$ cat src/rtl/baud_tick_pkg.sv
package baud_tick_pkg;

    typedef enum logic [1:0] {
        ST_IDLE    = 2'd0,
        ST_COUNT   = 2'd1,
        ST_STRETCH = 2'd2
    } tick_state_t;

endpackage

$ cat src/rtl/baud_div_latch.sv
module baud_div_latch #(
    parameter int INT_W    = 16,
    parameter int FRAC_W   = 4,
    parameter int LO_W     = 16,
    parameter int INT_LO_W = 8,
    parameter int FRAC_LSB = 12
) (
    input  logic                      clk,
    input  logic                      rst_n,
    input  logic                      load,
    input  logic [LO_W-1:0]           div_lo,
    input  logic [INT_W-INT_LO_W-1:0] div_hi,
    output logic [INT_W-1:0]          int_q,
    output logic [FRAC_W-1:0]         frac_q
);

    localparam int GAP_W = FRAC_LSB - INT_LO_W;

    // Reserved low-register bits between the two fields are never decoded.
    logic unused_gap_bits;
    assign unused_gap_bits = ^div_lo[INT_LO_W +: GAP_W];

    always_ff @(posedge clk or negedge rst_n) begin
        if (!rst_n) begin
            int_q  <= '0;
            frac_q <= '0;
        end else if (load) begin
            int_q  <= {div_hi, div_lo[INT_LO_W-1:0]};
            frac_q <= div_lo[FRAC_LSB +: FRAC_W];
        end
    end

    // Captured divisor moves only on a load edge.
    p_hold_without_load_r9: assert property (@(posedge clk) disable iff (!rst_n)
        !load |=> ($stable(int_q) && $stable(frac_q)));

endmodule

$ cat src/rtl/baud_frac_acc.sv
module baud_frac_acc #(
    parameter int FRAC_W = 4
) (
    input  logic              clk,
    input  logic              rst_n,
    input  logic              clr,
    input  logic              adv,
    input  logic [FRAC_W-1:0] frac,
    output logic              carry,
    output logic              last
);

    localparam logic [FRAC_W-1:0] ONE = FRAC_W'(1);

    logic [FRAC_W-1:0] acc;
    logic [FRAC_W-1:0] sub;
    logic [FRAC_W:0]   sum;

    assign sum   = {1'b0, acc} + {1'b0, frac};
    assign carry = sum[FRAC_W];
    assign last  = &sub;

    always_ff @(posedge clk or negedge rst_n) begin
        if (!rst_n) begin
            acc <= '0;
            sub <= '0;
        end else if (clr) begin
            acc <= '0;
            sub <= '0;
        end else if (adv) begin
            acc <= sum[FRAC_W-1:0];
            sub <= sub + ONE;
        end
    end

    // A full group of additions returns the accumulator to zero.
    p_group_wrap_r3: assert property (@(posedge clk) disable iff (!rst_n)
        (adv && last && !clr) |=> (acc == '0));

    // The sub-bit index restarts after the last tick of a group.
    p_sub_restart_r4: assert property (@(posedge clk) disable iff (!rst_n)
        (adv && last) |=> (sub == '0));

endmodule

$ cat src/rtl/baud_tick_fsm.sv
module baud_tick_fsm
    import baud_tick_pkg::*;
#(
    parameter int INT_W = 16
) (
    input  logic             clk,
    input  logic             rst_n,
    input  logic             clr,
    input  logic [INT_W-1:0] int_q,
    input  logic             carry,
    output logic             tick
);

    localparam logic [INT_W-1:0] ONE = INT_W'(1);

    tick_state_t      st, st_n;
    logic [INT_W-1:0] cnt, cnt_n;
    logic             at_end;

    assign at_end = (cnt == int_q);

    always_comb begin
        st_n  = st;
        cnt_n = cnt;
        if (clr) begin
            st_n  = ST_IDLE;
            cnt_n = '0;
        end else begin
            unique case (st)
                ST_IDLE: begin
                    st_n  = ST_COUNT;
                    cnt_n = '0;
                end
                ST_COUNT: begin
                    if (at_end) begin
                        cnt_n = '0;
                        if (carry) st_n = ST_STRETCH;
                    end else begin
                        cnt_n = cnt + ONE;
                    end
                end
                ST_STRETCH: begin
                    st_n  = ST_COUNT;
                    cnt_n = '0;
                end
                default: begin
                    st_n  = ST_IDLE;
                    cnt_n = '0;
                end
            endcase
        end
    end

    always_ff @(posedge clk or negedge rst_n) begin
        if (!rst_n) begin
            st  <= ST_IDLE;
            cnt <= '0;
        end else begin
            st  <= st_n;
            cnt <= cnt_n;
        end
    end

    always_comb begin
        tick = 1'b0;
        if (!clr) begin
            unique case (st)
                ST_IDLE:    tick = 1'b0;
                ST_COUNT:   tick = at_end && !carry;
                ST_STRETCH: tick = 1'b1;
                default:    tick = 1'b0;
            endcase
        end
    end

    // Clock counter never passes the captured integer field.
    p_cnt_bound_r2: assert property (@(posedge clk) disable iff (!rst_n)
        cnt <= int_q);

    // A stretch lasts exactly one clock.
    p_stretch_single_r2: assert property (@(posedge clk) disable iff (!rst_n)
        (st == ST_STRETCH) |=> (st != ST_STRETCH));

    // A stretch only follows a full base period.
    p_stretch_after_full_r3: assert property (@(posedge clk) disable iff (!rst_n)
        (st == ST_STRETCH) |-> ($past(st) == ST_COUNT && $past(cnt) == $past(int_q)));

endmodule

$ cat src/rtl/baud_tick_gen.sv
module baud_tick_gen #(
    parameter int INT_W    = 16,
    parameter int FRAC_W   = 4,
    parameter int LO_W     = 16,
    parameter int INT_LO_W = 8,
    parameter int FRAC_LSB = 12,
    parameter int HI_W     = INT_W - INT_LO_W
) (
    input  logic            clk,
    input  logic            rst_n,
    input  logic            en,
    input  logic            load,
    input  logic [LO_W-1:0] div_lo,
    input  logic [HI_W-1:0] div_hi,
    output logic            tick,
    output logic            bit_end
);

    logic [INT_W-1:0]  int_q;
    logic [FRAC_W-1:0] frac_q;
    logic              clr;
    logic              carry;
    logic              last;

    assign clr = load || !en;

    baud_div_latch #(
        .INT_W(INT_W), .FRAC_W(FRAC_W), .LO_W(LO_W),
        .INT_LO_W(INT_LO_W), .FRAC_LSB(FRAC_LSB)
    ) u_latch (
        .clk(clk), .rst_n(rst_n), .load(load),
        .div_lo(div_lo), .div_hi(div_hi),
        .int_q(int_q), .frac_q(frac_q)
    );

    baud_frac_acc #(.FRAC_W(FRAC_W)) u_acc (
        .clk(clk), .rst_n(rst_n), .clr(clr), .adv(tick),
        .frac(frac_q), .carry(carry), .last(last)
    );

    baud_tick_fsm #(.INT_W(INT_W)) u_fsm (
        .clk(clk), .rst_n(rst_n), .clr(clr),
        .int_q(int_q), .carry(carry), .tick(tick)
    );

    assign bit_end = tick && last;

    // Nothing ticks in the clock after the enable was low.
    p_quiet_after_off_r6: assert property (@(posedge clk) disable iff (!rst_n)
        !en |=> !tick);

    // Nothing ticks in the clock after a load.
    p_gap_after_load_r5: assert property (@(posedge clk) disable iff (!rst_n)
        load |=> !tick);

    // Two bit boundaries cannot be adjacent.
    p_bitend_spacing_r4: assert property (@(posedge clk) disable iff (!rst_n)
        bit_end |=> !bit_end);

endmodule

$ cat config.mk
export PLATFORM = sky130hd
export DESIGN_NAME = baud_tick_gen
export DESIGN_NICKNAME = d
export VERILOG_FILES = /design/src/rtl/baud_tick_pkg.sv /design/src/rtl/baud_div_latch.sv /design/src/rtl/baud_frac_acc.sv /design/src/rtl/baud_tick_fsm.sv /design/src/rtl/baud_tick_gen.sv
export SDC_FILE = /design/constraint.sdc
export NUM_CORES = 1
export LEC_CHECK = 0
export ABC_AREA = 0
export BUFFER_PORTS_ARGS = -buffer_cell sky130_fd_sc_hd__buf_2
export CAP_MARGIN = 20
export CORE_MARGIN = 5
export CORE_UTILIZATION = 57
export DETAILED_ROUTE_END_ITERATION = 6
export PLACE_DENSITY_LB_ADDON = 0.3
export SKIP_LAST_GASP = 1
export SLEW_MARGIN = 30
export SYNTH_ARGS = -nofsm -noshare
export SYNTH_HDL_FRONTEND = slang
export SYNTH_SLANG_ARGS = --single-unit
$ cat constraint.sdc
create_clock -name clk -period 3.65 [get_ports clk]
set_clock_uncertainty 0.2 [all_clocks]
set_input_delay 0.73 -clock clk [delete_from_list [all_inputs] [get_ports clk]]
set_output_delay 0.73 -clock clk [all_outputs]
set_load 0.01 [all_outputs]
==> metrics.md <==
| Metric | Value |
|---|---|
| Vias | `1,489` |
| Hold-fix buffers, CTS | `0` |
| Cell family with most CP delay | `compound AO/OA/AOI/OAI gates` |
| Hold Crit Class | `in2async` |
| Area growth, synth to finish | `9.78%` |
| Critical path launch point type | `flop` |
| DR pass1 iterations | `4` |
| Final Cell Area | `2530 um^2` |
| Dpl hpwl | `2.93 mm` |
| Area fraction of the dominant cell type after synthesis | `50.0%` |
| Final period utilization | `96.3%` |
| DR vias/cell | `5.34` |
| Starting density of the core | `58.0%` |
| Tmin final | `about 3.5 ns` |
| Status | `finished, final reports clean` |
| Post-synthesis sequential area ratio | `50.0%` |
| Max-cap check violation count | `0` |
| DIE HEIGHT | `73.6 um` |
| # Post-CTS Setup Buffers | `0` |
| Pwr dens | `366 nW/um^2` |
| Core area | `3970 um^2` |
| Top-count cell post-synth | `dfrtp_1` |
| Synthesized Nets | `243` |
| Highest routed layer | `met4` |
| Number of global-route vias before repair | `1,588` |
| DR iter-0 viols | `68` |
| Setup CP Type | `reg2out` |
| Met2 WL post-DR | `1.92 mm` |
| Full die area | `5410 um^2` |
| Crit path required time | `between 2 and 3 ns` |
| TritonCTS clock tree | `yes` |
| Leak Pwr | `1.18 nW` |
| PortBufs | `25` |
| Cell count after synthesis | `about 200` |
| Worst-path clk slew | `roughly 0.080 ns` |
| Post-synthesis register bit count | `between 40 and 50` |
| # rows | `23` |
| Worst stage delay on the critical path | `0.42 ns` |
| Largest cells by area after synthesis | `dfrtp_1 50%, xor2_1 10%, mux2_2 9.8%` |
| CP Capture Type | `output pin` |
| Number of buffers created by CTS | `5` |
| CP arrival | `2.58 ns` |
| Final Total Pwr | `0.925 mW` |
| N_diodes | `0` |
| Root buffer cell | `clkbuf_8` |
| DRC violations left | `0` |
| Grt ovf | `0` |
| DP Area | `2450 um^2` |
| Max Fclk | `about 280 MHz` |
| Routed wire length | `4.02 mm` |
| Final Hold Fails | `0` |
| Total GRT Usage | `17.4%` |
| Ys flop type | `dfrtp_1` |
| Mapped Area | `~2300 um^2` |
| Die extent in x | `73.6 um` |
| CP Buf/Inv Count | `1` |
| Yosys warns | `0` |
| Nets@finish | `about 270` |
| Remaining antenna violation count | `0` |
| H-Tree Depth | `2` |
| Initial antenna violation count | `0` |
| Slew Limit Headroom | `55.6%` |
| CP Cell Sequence | `ha_1, fa_1, a21o_1, a21oi_1, nand3_1, o2bb2a_4, nor2_1, and4_1, buf_2` |
| Distinct cells, synth | `29` |
| Clock Path Buffers | `2` |
| EDFF count, synth | `0` |
| Worst-Skew Late Latency | `0.30 ns` |
| Clock sinks | `46` |
| Utilization after layout | `between 60% and 70%` |
| Cell taking the most area after synthesis | `dfrtp_1` |
| Final setup violation count | `0` |
| RSZ-0062 raised after global routing | `false` |
| IO Count | `30` |
| Fill cell count | `~330` |
| CP max FO | `16` |
| Commonest cells in the netlist | `46 x dfrtp_1, 27 x xor2_1, 23 x nor2_1` |
| Avg Cell Area, Syn | `11.3 um^2` |
| Worst path slowest cell | `fa_1` |
| Min Hold Slack | `0.217 ns` |
| Peak supply drop | `226 uV` |
| Worst slew pin tran | `0.665 ns` |
| Wl on met1 | `1.87 mm` |
| Layout cells sized above 1 | `23.1%` |
| First-pass GRT wire length | `7.22 mm` |
| Cts repair resizes | `0` |
| GPL Wtd Cong | `0.792` |
| Setup TNS | `0 ns` |
| Final Max Slew Viols | `0` |
| Largest net degree at the start of global routing | `47` |
| Wire length on met3 | `172 um` |
| Routed wire per std cell | `roughly 14 um` |
| Ys async rst share | `100%` |
## power breakdown
part	switching (mW)	internal, mW	total [mW]
Sequential	0.0174	0.533	0.550
Clock	0.158	0.132	0.290
Combinational	0.0413	0.0437	0.0850
## state kept, by name (all words and copies together) (netlist names)
signal,flops
u_fsm.st,2
u_acc.sub,4
u_latch.frac_q,4
u_latch.int_q,16
u_fsm.cnt,16
u_acc.acc,4
## kinds of logic after synthesis
group | count (synthesis) | share of synthesized area [%]
and+or+nand+nor | 63 | 13.4
DFF | 46 | 50.0
xor gates and xnor gates | 33 | 12.6
muxes | 20 | 9.78
AOI/OAI and AO/OA | 17 | 4.89
buffers and inverters | 14 | 3.10
adders and majority gates | 11 | 6.30
## metrics by stage
stage / instances / worst slack, ns
2_1_floorplan: 204 / 0.533
3_3_place_gp: 272 / 0.539
3_5_place_dp: 272 / 0.476
4_1_cts: 279 / 0.136
5_1_grt: 279 / 0.0424
6_report: 279 / 0.135
## area by class of cell
class / instances / area, um^2 / share of cell area (%)
Multi-Input combinational cell: 144 / 1080 / 42.7
Tap cell: 50 / 62.6 / 2.48
Timing Repair Buffer: 26 / 135 / 5.35
Inverter: 6 / 22.5 / 0.891
Sequential cell: 46 / 1150 / 45.5
Clock buffer: 7 / 76.3 / 3.02
## layout by cell type (no fill, tap or decap), drive strengths merged
master	Yosys	final
ha	10	10
clkbuf	2	7
nand2b	1	1
and3	4	4
xnor2	6	6
a21o	2	2
and2	1	1
o21ai	6	6
nand3	15	15
o2bb2a	1	1
nor4	4	4
nand2	7	7
nor2	23	23
a21oi	5	5
xor2	27	27
and4	1	1
buf	6	26
fa	1	1
dfrtp	46	46
inv	6	6
nand4	3	3
nor3	1	1
nor2b	1	1
or3	2	2
mux2	20	20
o31ai	3	3
## final timing paths
| path | startpoint | end | slack (ns) | cells after the start |
|---|---|---|---|---|
| setup / recovery | u_latch.frac_q[0] | bit_end | 0.14 | 9 |
| setup reg to reg | u_latch.frac_q[0] | u_acc.sub[3] | 1.00 | 8 |
| min in group clk | u_latch.frac_q[2] | u_latch.frac_q[2] | 0.32 | 1 |
| hold / removal | rst_n | u_acc.sub[2] | 0.22 | 1 |
| max in group asynchronous | rst_n | u_latch.int_q[6] | 2.65 | 1 |
| hold reg to reg | u_latch.frac_q[2] | u_latch.frac_q[2] | 0.32 | 1 |
## metal layers
| metal | track usage (%) | vias to the layer above |
|---|---|---|
| met2 | 27.3 | 22 |
| li1 | - | 741 |
| met5 | 0 | - |
| met3 | 4.65 | 6 |
| met1 | 23.5 | 720 |
| met4 | 5.63 | 0 |
Power figures use the tool's default switching activity.
